## src/rtl/lcd_pwr_pkg.sv

```systemverilog
package lcd_pwr_pkg;
  localparam int BUS_W   = 32;
  localparam int CTRL_N  = 5;
  localparam int BIT_EN  = 0;
  localparam int BIT_PWR = 1;
  localparam int BIT_PND = 2;
  localparam logic ADDR_CTRL = 1'b0;
  localparam logic ADDR_DLY  = 1'b1;
endpackage

```

## src/rtl/lcd_pwr_regs.sv

```systemverilog
module lcd_pwr_regs
  import lcd_pwr_pkg::*;
#(
  parameter int DLY_W = 16
) (
  input  logic             clk,
  input  logic             rst,
  input  logic             reg_wr,
  input  logic             reg_addr,
  input  logic [BUS_W-1:0] reg_wdata,
  output logic [BUS_W-1:0] reg_rdata,
  input  logic             en_q,
  input  logic             pwr_q,
  input  logic             pending,
  output logic [DLY_W-1:0] dly_q,
  output logic             wr_ctrl,
  output logic             wr_en_bit,
  output logic             wr_pwr_bit
);
  localparam int PAD_W = BUS_W - DLY_W;

  always_ff @(posedge clk) begin
    if (rst) dly_q <= '0;
    else if (reg_wr && reg_addr == ADDR_DLY) dly_q <= reg_wdata[DLY_W-1:0];
  end

  assign wr_ctrl    = reg_wr && reg_addr == ADDR_CTRL;
  assign wr_en_bit  = reg_wdata[BIT_EN];
  assign wr_pwr_bit = reg_wdata[BIT_PWR];

  always_comb begin
    reg_rdata = '0;
    if (reg_addr == ADDR_DLY) begin
      reg_rdata = {{PAD_W{1'b0}}, dly_q};
    end else begin
      reg_rdata[BIT_EN]  = en_q;
      reg_rdata[BIT_PWR] = pwr_q;
      reg_rdata[BIT_PND] = pending;
    end
  end
endmodule

```

## src/rtl/lcd_pwr_seq.sv

```systemverilog
module lcd_pwr_seq #(
  parameter int DLY_W = 16
) (
  input  logic             clk,
  input  logic             rst,
  input  logic             wr_ctrl,
  input  logic             wr_en_bit,
  input  logic             wr_pwr_bit,
  input  logic [DLY_W-1:0] dly_val,
  output logic             en_nxt,
  output logic             pwr_nxt,
  output logic             en_q,
  output logic             pwr_q,
  output logic             pending
);
  logic             req_q, req_nxt, drop_q, drop_nxt, load;
  logic [DLY_W-1:0] cnt_q;
  logic             cnt_zero;

  assign cnt_zero = (cnt_q == '0);

  always_comb begin
    en_nxt   = en_q;
    req_nxt  = req_q;
    drop_nxt = 1'b0;
    load     = 1'b0;
    if (drop_q) begin
      en_nxt  = 1'b0;
      req_nxt = 1'b0;
    end else if (wr_ctrl) begin
      if (!wr_en_bit && pwr_q) begin
        req_nxt  = 1'b0;
        drop_nxt = 1'b1;
      end else begin
        en_nxt  = wr_en_bit;
        req_nxt = wr_en_bit && wr_pwr_bit && en_q;
        load    = wr_en_bit && !en_q;
      end
    end
    pwr_nxt = req_nxt && en_nxt && en_q && cnt_zero;
  end

  always_ff @(posedge clk) begin
    if (rst) begin
      en_q   <= 1'b0;
      req_q  <= 1'b0;
      pwr_q  <= 1'b0;
      drop_q <= 1'b0;
      cnt_q  <= '0;
    end else begin
      en_q   <= en_nxt;
      req_q  <= req_nxt;
      pwr_q  <= pwr_nxt;
      drop_q <= drop_nxt;
      if (load) cnt_q <= dly_val;
      else if (!cnt_zero) cnt_q <= cnt_q - 1'b1;
    end
  end

  assign pending = req_q && !pwr_q;

  AST_PWR_NEEDS_EN: assert property (@(posedge clk) disable iff (rst)
    pwr_q |-> en_q);
  AST_REVERSE_ORDER: assert property (@(posedge clk) disable iff (rst)
    $fell(en_q) |-> !$past(pwr_q));
  AST_DROP_NEXT: assert property (@(posedge clk) disable iff (rst)
    drop_q |=> !en_q);
  AST_DELAY_DONE: assert property (@(posedge clk) disable iff (rst)
    $rose(pwr_q) |-> cnt_zero);
endmodule

```

## src/rtl/lcd_pwr_gatereg.sv

```systemverilog
module lcd_pwr_gatereg #(
  parameter int W = 1
) (
  input  logic         clk,
  input  logic         rst,
  input  logic         gate,
  input  logic [W-1:0] d,
  output logic [W-1:0] q
);
  always_ff @(posedge clk) begin
    if (rst) q <= '0;
    else     q <= gate ? d : '0;
  end
endmodule

```

## src/rtl/lcd_pwr_gate.sv

```systemverilog
module lcd_pwr_gate
  import lcd_pwr_pkg::*;
#(
  parameter int PIX_W = 24,
  parameter int DLY_W = 16
) (
  input  logic             clk,
  input  logic             rst,
  input  logic             reg_wr,
  input  logic             reg_addr,
  input  logic [BUS_W-1:0] reg_wdata,
  output logic [BUS_W-1:0] reg_rdata,
  input  logic             gen_lp,
  input  logic             gen_cp,
  input  logic             gen_fp,
  input  logic             gen_ac,
  input  logic             gen_le,
  input  logic [PIX_W-1:0] gen_data,
  output logic             pin_lp,
  output logic             pin_cp,
  output logic             pin_fp,
  output logic             pin_ac,
  output logic             pin_le,
  output logic [PIX_W-1:0] pin_data,
  output logic             pin_pwr
);
  logic             en_nxt, pwr_nxt, en_q, pwr_q, pending;
  logic             wr_ctrl, wr_en_bit, wr_pwr_bit;
  logic [DLY_W-1:0] dly_q;
  logic [CTRL_N-1:0] ctrl_in, ctrl_out;

  lcd_pwr_regs #(.DLY_W(DLY_W)) u_regs (
    .clk(clk), .rst(rst), .reg_wr(reg_wr), .reg_addr(reg_addr),
    .reg_wdata(reg_wdata), .reg_rdata(reg_rdata), .en_q(en_q),
    .pwr_q(pwr_q), .pending(pending), .dly_q(dly_q), .wr_ctrl(wr_ctrl),
    .wr_en_bit(wr_en_bit), .wr_pwr_bit(wr_pwr_bit)
  );

  lcd_pwr_seq #(.DLY_W(DLY_W)) u_seq (
    .clk(clk), .rst(rst), .wr_ctrl(wr_ctrl), .wr_en_bit(wr_en_bit),
    .wr_pwr_bit(wr_pwr_bit), .dly_val(dly_q), .en_nxt(en_nxt),
    .pwr_nxt(pwr_nxt), .en_q(en_q), .pwr_q(pwr_q), .pending(pending)
  );

  assign ctrl_in = {gen_lp, gen_cp, gen_fp, gen_ac, gen_le};

  lcd_pwr_gatereg #(.W(CTRL_N)) u_ctrl_reg (
    .clk(clk), .rst(rst), .gate(en_nxt), .d(ctrl_in), .q(ctrl_out)
  );

  lcd_pwr_gatereg #(.W(PIX_W)) u_data_reg (
    .clk(clk), .rst(rst), .gate(pwr_nxt), .d(gen_data), .q(pin_data)
  );

  assign {pin_lp, pin_cp, pin_fp, pin_ac, pin_le} = ctrl_out;
  assign pin_pwr = pwr_q;

  AST_CTRL_LOW_OFF: assert property (@(posedge clk) disable iff (rst)
    !en_q |-> ctrl_out == '0);
  AST_DATA_LOW_NOPWR: assert property (@(posedge clk) disable iff (rst)
    !pin_pwr |-> pin_data == '0);
  AST_CTRL_FOLLOWS: assert property (@(posedge clk) disable iff (rst)
    (en_q && $past(en_q) && !$past(rst)) |-> ctrl_out == $past(ctrl_in));
endmodule

```

## config.mk

```make
export PLATFORM = sky130hd
export DESIGN_NAME = lcd_pwr_gate
export DESIGN_NICKNAME = d
export VERILOG_FILES = /design/src/rtl/lcd_pwr_pkg.sv /design/src/rtl/lcd_pwr_regs.sv /design/src/rtl/lcd_pwr_seq.sv /design/src/rtl/lcd_pwr_gatereg.sv /design/src/rtl/lcd_pwr_gate.sv
export SDC_FILE = /design/constraint.sdc
export NUM_CORES = 1
export LEC_CHECK = 0
export ABC_AREA = 1
export BUFFER_PORTS_ARGS = -buffer_cell sky130_fd_sc_hd__buf_2
export CORE_MARGIN = 2
export CORE_UTILIZATION = 31
export DETAILED_ROUTE_END_ITERATION = 8
export PLACE_DENSITY = 0.59
export SLEW_MARGIN = 20
export SYNTH_ARGS = -nofsm -noshare
export SYNTH_HDL_FRONTEND = slang
export SYNTH_HIERARCHICAL = 1
export SYNTH_SLANG_ARGS = --single-unit
```

## constraint.sdc

```tcl
create_clock -name clk -period 1.5 [get_ports clk]
set_input_delay 0.075 -clock clk [delete_from_list [all_inputs] [get_ports clk]]
set_output_delay 0.075 -clock clk [all_outputs]
set_load 0.01 [all_outputs]
```

Word-level counts from Yosys, hierarchy flattened:

Cells that the tools add are included.

* add/subtract/negate cells: 1
* eq/ne operators: 1
* multiplexer cells: 14
* bitwise logic cells: 4
* reduce and logical (&&, ||, !) cells: 17

Operators by type and width (count)
* $mux W16: 2
* $logic_not A16 Y1: 1
* $sub A16 B1 Y16 const B: 1
* $mux W13: 1
* $logic_and A1 B1 Y1: 10
* $mux W1: 10
* $not A1 Y1: 4
* $reduce_or A2 Y1: 2
* $logic_not A1 Y1: 3
* $mux W3: 1
* $reduce_or A3 Y1: 1
* $ne A2 B1 Y1 const B: 1

* output and inout bits: 62
* register bits: 65
* bits of input ports: 65
* logic and storage cells: 45

Longest topological paths before layout:

Gate-level depths: netlist (run 1).

* depth in word-level cells: 10
* gate-level depth with buffers: 10

Hierarchy:

The synthesis (run 1) kept the hierarchy.

Modules (own cells, without submodules)
* lcd_pwr_seq: cells an instance 211, times used 1, area an instance 1317.5 um2, sequential area each 400.4 um2
* lcd_pwr_regs: cells an instance 157, times used 1, area an instance 928.4 um2, sequential area each 320.3 um2
* lcd_pwr_gatereg at u_data_reg: cells an instance 76, times used 1, area an instance 758.2 um2, sequential area each 480.5 um2
* lcd_pwr_gatereg at u_ctrl_reg: cells an instance 17, times used 1, area an instance 147.6 um2, sequential area each 100.1 um2

Worst setup path before layout (run 1):

OpenSTA, ideal clock, no wires.

* kind: flip-flop to flip-flop
* start: register u_seq.cnt_q[0]
* end: register u_data_reg.q[11]
* clock period less this slack: 1506 ps
* library setup time: 62 ps
* data arrival time: 1445 ps
* slack: -6 ps
* cell stages (with the launch flop): 10
* path buffers: 1
* data required time: 1438 ps
* path through: dfxtp_1 -> inv_1 -> ha_1 -> nand2_1 -> nor2_1 -> nand4_1 -> nor2_1 -> nand2_4 -> buf_6 -> nor2_2

* cells in the longest elaborated chain, start to end: 4

RTL lines
* start, declared: line lcd_pwr_seq.sv:17 `logic [DLY_W-1:0] cnt_q;`
* start signal, assigned: line lcd_pwr_seq.sv:55 `if (load) cnt_q <= dly_val;`
* start signal, assigned: line lcd_pwr_seq.sv:56 `else if (!cnt_zero) cnt_q <= cnt_q - 1'b1;`
* $logic_not A16 Y1: line lcd_pwr_seq.sv:20 `assign cnt_zero = (cnt_q == '0);`
* $logic_and A1 B1 Y1: line lcd_pwr_seq.sv:40 `pwr_nxt = req_nxt && en_nxt && en_q && cnt_zero;`
* via pwr_nxt: line lcd_pwr_gate.sv:27 `logic en_nxt, pwr_nxt, en_q, pwr_q, pending;`
* $not A1 Y1 (no source line)
* $reduce_or A2 Y1 (no source line)
* end signal, assigned: line lcd_pwr_gatereg.sv:12 `else q <= gate ? d : '0;`
* end, declared: line lcd_pwr_gatereg.sv:8 `output logic [W-1:0] q`

The timed path passes the listed nets, and every way through them passes these cells.
A chain may end at the register's enable or synchronous reset.

Final worst setup path (run 1):

* start: register u_seq.cnt_q[8]
* end: register u_data_reg.q[11]

The elaborated chain is that of the path after synthesis.

==> metrics.csv, run 1 <==
metric,value,unit
max_freq,0.692,GHz
dp_hpwl,5.67,mm
critPathMaxFanout,6,
nets,698,
io_pins,127,
h-tree-depth,3,
post-route-period-util,0.963,
cts_buffers,9,
synth.avg_cell_area,6.84,um2
final_area,4750,um2
finalWeightedCongestion,0.838,
syn_inst,461,
p_leak,2.59,nW
numPortBuffers,94,
netlist_area,3150,um2
layout_commonest_cell,buf_2,
core_area,9820,um2
yosys_warnings,6,
cts.path.max_buffers,2,
wl,8.76,mm
cap_violations,0,
multiInputGateArea,1490,um2
cts-root-buf,clkbuf_8,
power-per-cell-area,1430,nW/um2
whs,0.0370,ns
antenna_found_initial,0,
cts_tree,built,
grt_max_degree,25,
grtUsageTotal,0.151,
worstSetupPathType,reg -> reg,
dr.first_iter.drc_count,205,
place_inst,698,
cp-end-kind,flop,
rows,36,
min_period,1.44,ns
regArea,1310,um2
synthTopCellsByArea,"dfxtp_1 (41%), nand2_1 (11%), inv_1 (10%)",
num-fill-cells,955,
dr_total_vias,3249,
ant_nets,0,
grt_setup_unrepaired,true,
grt_pass1_wl,13.5,mm
critPathArrivalTime,1.73,ns
critical_path.max_stage_delay,0.35,ns
wire_per_inst,11.4,um
dieHeight,105,um
clk_pin_slew,0.08,ns
yosysSeqAreaShare,0.413,
cp-start-kind,flop,
placed_area,3860,um2
antenna_cells,0,
stdcell_count,770,
worstMarginPinSlew,0.501,ns
grt_pass1_vias,3023,
maxSlewHeadroom,0.666,
irDropWorstVdd,0.000731,V
drive_gt1_frac,0.338,
final_cell_mix,"buf_2 (94), inv_1 (86), nand2_1 (85), nor2_1 (68), dfxtp_1 (60)",
fin_setup_tns,0,ns
dr.pass1.iters,5,
start_util,0.321,
slowest_stage,dfxtp_1,
clock-sinks,65,
ys_seq_elements,65,
clk_latency,0.34,ns
worstPathRequired,1.79,ns
crit_chain,nor2_2 -> nand2_2 -> nor2_4 -> nand4_1 -> nor2_2 -> nand2_4 -> clkbuf_16 -> nor2_2,
drc_errors,0,
via_per_inst,4.22,
ys_types,27,
overflow,0,
hold_violations,0,
cp_common_cell,nor2_2,
dieArea,11000,um2
syn_to_final_growth,50.7,%
skew,0.00610,ns
hold_class,in -> reg,
status,finished clean,
drv_slew,0,
setup_violations,0,
die_w,105,um
synth_top_area_cell,dfxtp_1,
synth_top_area_frac,0.413,
-- worst max-delay path, delay by kind of cell, from the launching register on --
kind | cells | cell delay [ns]
and+or+nand+nor | 7 | 0.85
DFF | 1 | 0.35
buffers and inverters | 1 | 0.19
-- logic make-up (layout without fill, tap and decap cells) --
kind of cell	Yosys count	after routing	synth area share
other	1	16	0.00119
and+or+nand+nor	251	252	0.365
buffers and inverters	120	280	0.177
muxes	1	1	0.00318
AOI/OAI and AO/OA	21	21	0.0345
xor gates and xnor gates	1	1	0.00278
DFF	65	65	0.413
adders and majority gates	1	1	0.00397
-- cell usage after synthesis, drive strengths merged --
master / n
xor2: 1
buf: 29
conb: 1
mux2i: 1
nand4: 6
nand3: 29
clkbuf: 2
or2: 8
nor3: 3
dfxtp: 65
nor2: 111
o211ai: 1
nand2: 94
ha: 1
o21ai: 11
inv: 89
a21oi: 8
o22ai: 1
-- layout make-up --
cell class	instances	share of cell area
Clock buffer	9	0.0261
Clock inverter	7	0.0113
Inverter	89	0.0703
Multi-Input combinational cell	292	0.314
Sequential cell	65	0.275
Tap cell	133	0.0350
Timing Repair Buffer	175	0.268
-- final timing paths --
path | start | to | cells past startpoint | slack (ns)
max reg2reg | u_seq/cnt_q[8]$_SDFFE_PP0P_ | u_data_reg/q[11]$_SDFF_PP0_ | 8 | 0.06
min | rst | u_seq/cnt_q[0]$_SDFFE_PP0P_ | 2 | 0.04
max | u_seq/cnt_q[8]$_SDFFE_PP0P_ | u_data_reg/q[11]$_SDFF_PP0_ | 8 | 0.06
min reg2reg | u_regs/dly_q[2]$_SDFFE_PP0P_ | u_seq/cnt_q[2]$_SDFFE_PP0P_ | 2 | 0.47
-- power breakdown --
part           total, mW  leakage [nW]  switching [mW]  internal [mW]
Combinational       3.27          1.98            1.84           1.43
Clock               1.34        0.0822           0.731          0.609
Sequential          2.16         0.532           0.199           1.96
-- state kept, by name (all words and copies together), names as in the netlist --
| name | count |
|---|---|
| u_seq/en_q | 1 |
| u_seq/cnt_q | 16 |
| u_data_reg/q | 24 |
| u_regs/dly_q | 16 |
| u_seq/pwr_q | 1 |
| u_seq/drop_q | 1 |
| u_ctrl_reg/q | 5 |
| u_seq/req_q | 1 |
-- metrics by stage --
step / worst slack [ns] / power, mW / util
5_1_grt: -0.0514 / 7.31 / 0.484
3_3_place_gp: 0.0326 / 4.64 / 0.393
2_1_floorplan: 0.0241 / 3.86 / -
6_report: 0.0556 / 6.77 / 0.484
3_5_place_dp: 0.0129 / 4.67 / 0.393
4_1_cts: 0.0128 / 6.12 / 0.457
-- per-layer routing --
layer / share of wire / GRT usage
met5: 0 / 0
met4: 0.0097 / 0.0581
met3: 0.057 / 0.0418
met2: 0.51 / 0.255
met1: 0.42 / 0.181
-- timing repair --
item | CTS | global route
setup buffers | 0 | 7
setup endpoints to repair | 0 | 40
hold buffers | 45 | 0
gates resized for setup | 0 | 42
endpoints found under the hold margin | 45 | 0
Power figures use the tool's default switching activity.
==> run 2: changes to the inputs <==
--- a/config.mk
+++ b/config.mk
@@ -7,10 +7,11 @@
 export LEC_CHECK = 0
 export ABC_AREA = 1
 export BUFFER_PORTS_ARGS = -buffer_cell sky130_fd_sc_hd__buf_2
+export CAP_MARGIN = 20
 export CORE_MARGIN = 2
-export CORE_UTILIZATION = 31
+export CORE_UTILIZATION = 30
 export DETAILED_ROUTE_END_ITERATION = 8
-export PLACE_DENSITY = 0.59
+export PLACE_DENSITY = 0.58
 export SLEW_MARGIN = 20
 export SYNTH_ARGS = -nofsm -noshare
 export SYNTH_HDL_FRONTEND = slang
==> constraint.sdc (replaced) <==
create_clock -name clk -period 1.5 [get_ports clk]
set_input_delay 0.075 -clock clk [delete_from_list [all_inputs] [get_ports clk]]
set_output_delay 0.075 -clock clk [all_outputs]
set_load 0.1 [all_outputs]
==> run 2 against run 1 <==
Net effect:
- register-to-register slack got worse by 0.06 ns
- routed wire length rose by 0.74%
- worst setup slack got worse by 0.055 ns
- hold slack improved by 0.089 ns
- global-route usage fell by 0.51 points
- via count rose by 0.46%
- total power rose by 8.8%
- non-clock buffer count fell by 1
- highest routed layer unchanged
- critical path depth rose by 1
- combinational power rose by 9.8%
- fmax fell by 3.7%
==> metrics.csv, run 2 (synthesis results as in run 1) <==
metric,value,unit
met1_length,3.64,mm
worstPathRequired,1.77,ns
dr_total_vias,3264,
die_w,107,um
layout_commonest_cell,buf_2,
p_leak,2.64,nW
finalPower,7.36,mW
crit_chain,inv_2 -> ha_4 -> nand2_4 -> nor2_4 -> nand4_1 -> nor2_2 -> nand2_4 -> clkbuf_16 -> nor2_2,
wl_met3,508,um
clkPwrFrac,0.223,
cp-start-kind,flop,
cp-end-kind,flop,
grt_setup_unrepaired,true,
grtUsageTotal,0.146,
post-route-period-util,1.00,
dp_hpwl,5.71,mm
dr.first_iter.drc_count,172,
pre_cts_slack,-0.0246,ns
cts.path.max_buffers,2,
clk_latency,0.33,ns
io_pins,127,
antenna_found_initial,0,
power-per-cell-area,1490,nW/um2
pwr-share-comb,0.488,
whs,0.126,ns
multiInputGateArea,1590,um2
numPortBuffers,94,
p_sw,3.05,mW
hold_class,in -> reg,
h-tree-depth,3,
utilization,0.480,
cts_buffers,9,
worstSetupPathType,reg -> reg,
cts_tree,built,
largest_reg_flops,24,
ant_nets,0,
min_period,1.50,ns
core_area,10300,um2
switching_share,0.414,
critPathArrivalTime,1.77,ns
cts-root-buf,clkbuf_8,
irDropWorstVdd,0.000587,V
setup_ws,0.000212,ns
regMostFlops,u_data_reg/q,
p_int,4.31,mW
antenna_cells,0,
dr_wl_met2,4.60,mm
max_freq,0.667,GHz
clk_pin_slew,0.07,ns
cap_violations,0,
status,finished clean,
dieHeight,107,um
skew,0.00931,ns
dieArea,11300,um2
clock-sinks,65,
drc_errors,0,
nets,697,
dr.pass1.iters,5,
slowest_stage,dfxtp_2,
regArea,1310,um2
wire_per_inst,11.4,um
grt_max_degree,33,
top_layer,met4,
drive_gt1_frac,0.335,
finalWeightedCongestion,0.845,
num-fill-cells,982,
final_cell_mix,"buf_2 (91), inv_1 (85), nand2_1 (85), nor2_1 (71), dfxtp_1 (63)",
critical_path.max_stage_delay,0.33,ns
drv_slew,0,
rows,37,
overflow,0,
syn_to_final_growth,56.5,%
grt_pass1_wl,13.4,mm
hold_violations,0,
grt_pass1_vias,3064,
start_util,0.307,
setup_violations,0,
critPathMaxFanout,7,
wl,8.82,mm
via_per_inst,4.23,
seqPwrFrac,0.289,
reg.largest.list,"u_data_reg/q: 24 flops, u_regs/dly_q: 16 flops, u_seq/cnt_q: 16 flops",
[run 2: changes by cell type in the layout (fill, tap and decap cells not counted), moves of 4 or more]
cell / before / now
nor2_2: 33 / 17
buf_12: 3 / 7
nor2_4: 10 / 23
dfxtp_2: 5 / 1
[run 2: per-layer routing]
layer  vias up  track usage
li1       1674            -
met1      1484        0.172
met2       100        0.261
met3         6       0.0337
met4         0       0.0473
met5         -            0
[run 2: per-stage QoR]
| stage | cell area, um2 | setup TNS, ns | instances |
|---|---|---|---|
| final | 4930 | 0 | 772 |
| after global routing | 4930 | -2.00 | 772 |
| after CTS | 4660 | 0 | 765 |
| after detailed placement | 3960 | -0.191 | 702 |
| after global placement | 3960 | 0 | 702 |
| after floorplan | 3240 | 0 | 476 |
[run 2: final cells by class]
cell class | instances | share of cell area
repair buffers | 174 | 0.266
multi-input cells | 292 | 0.322
inverters | 89 | 0.0677
clock inverters | 5 | 0.0160
flip-flops and latches | 65 | 0.265
clock buffers | 11 | 0.0287
well taps | 136 | 0.0345
[run 2: power groups by stage]
stage | registers [mW] | clock network, mW | logic (mW)
2_1_floorplan | 2.17 | 0 | 2.03
3_3_place_gp | 2.13 | 0 | 2.88
3_5_place_dp | 2.13 | 0 | 2.93
4_1_cts | 2.11 | 1.70 | 3.09
5_1_grt | 2.15 | 1.76 | 3.95
6_report | 2.13 | 1.64 | 3.59
[run 2: worst max-delay path: cells and delay by family, from the launching register on]
family,cells,cell delay [ns]
flops,1,0.33
simple gates,6,0.72
fa+ha+maj,1,0.14
buf+inv,2,0.26
[run 2: timing repair]
item / 4_1_cts / 5_1_grt
buffers inserted: 2 / 4
hold endpoints to repair: 45 / 0
gates cloned: 0 / 3
hold buffers: 45 / 0
setup endpoints to repair: 25 / 41
gates resized for setup: 6 / 44
pin swaps: 4 / 11
[run 2: worst paths after layout]
kind,startpoint,endpoint,slack [ns],cells after the start
worst min register to register,u_regs/dly_q[2]$_SDFFE_PP0P_,u_seq/cnt_q[2]$_SDFFE_PP0P_,0.47,2
worst max register to register,u_seq/cnt_q[0]$_SDFFE_PP0P_,u_data_reg/q[14]$_SDFF_PP0_,0.0002,9
worst min-delay path,rst,u_seq/cnt_q[6]$_SDFFE_PP0P_,0.13,4
worst max-delay path,u_seq/cnt_q[0]$_SDFFE_PP0P_,u_data_reg/q[14]$_SDFF_PP0_,0.0002,9
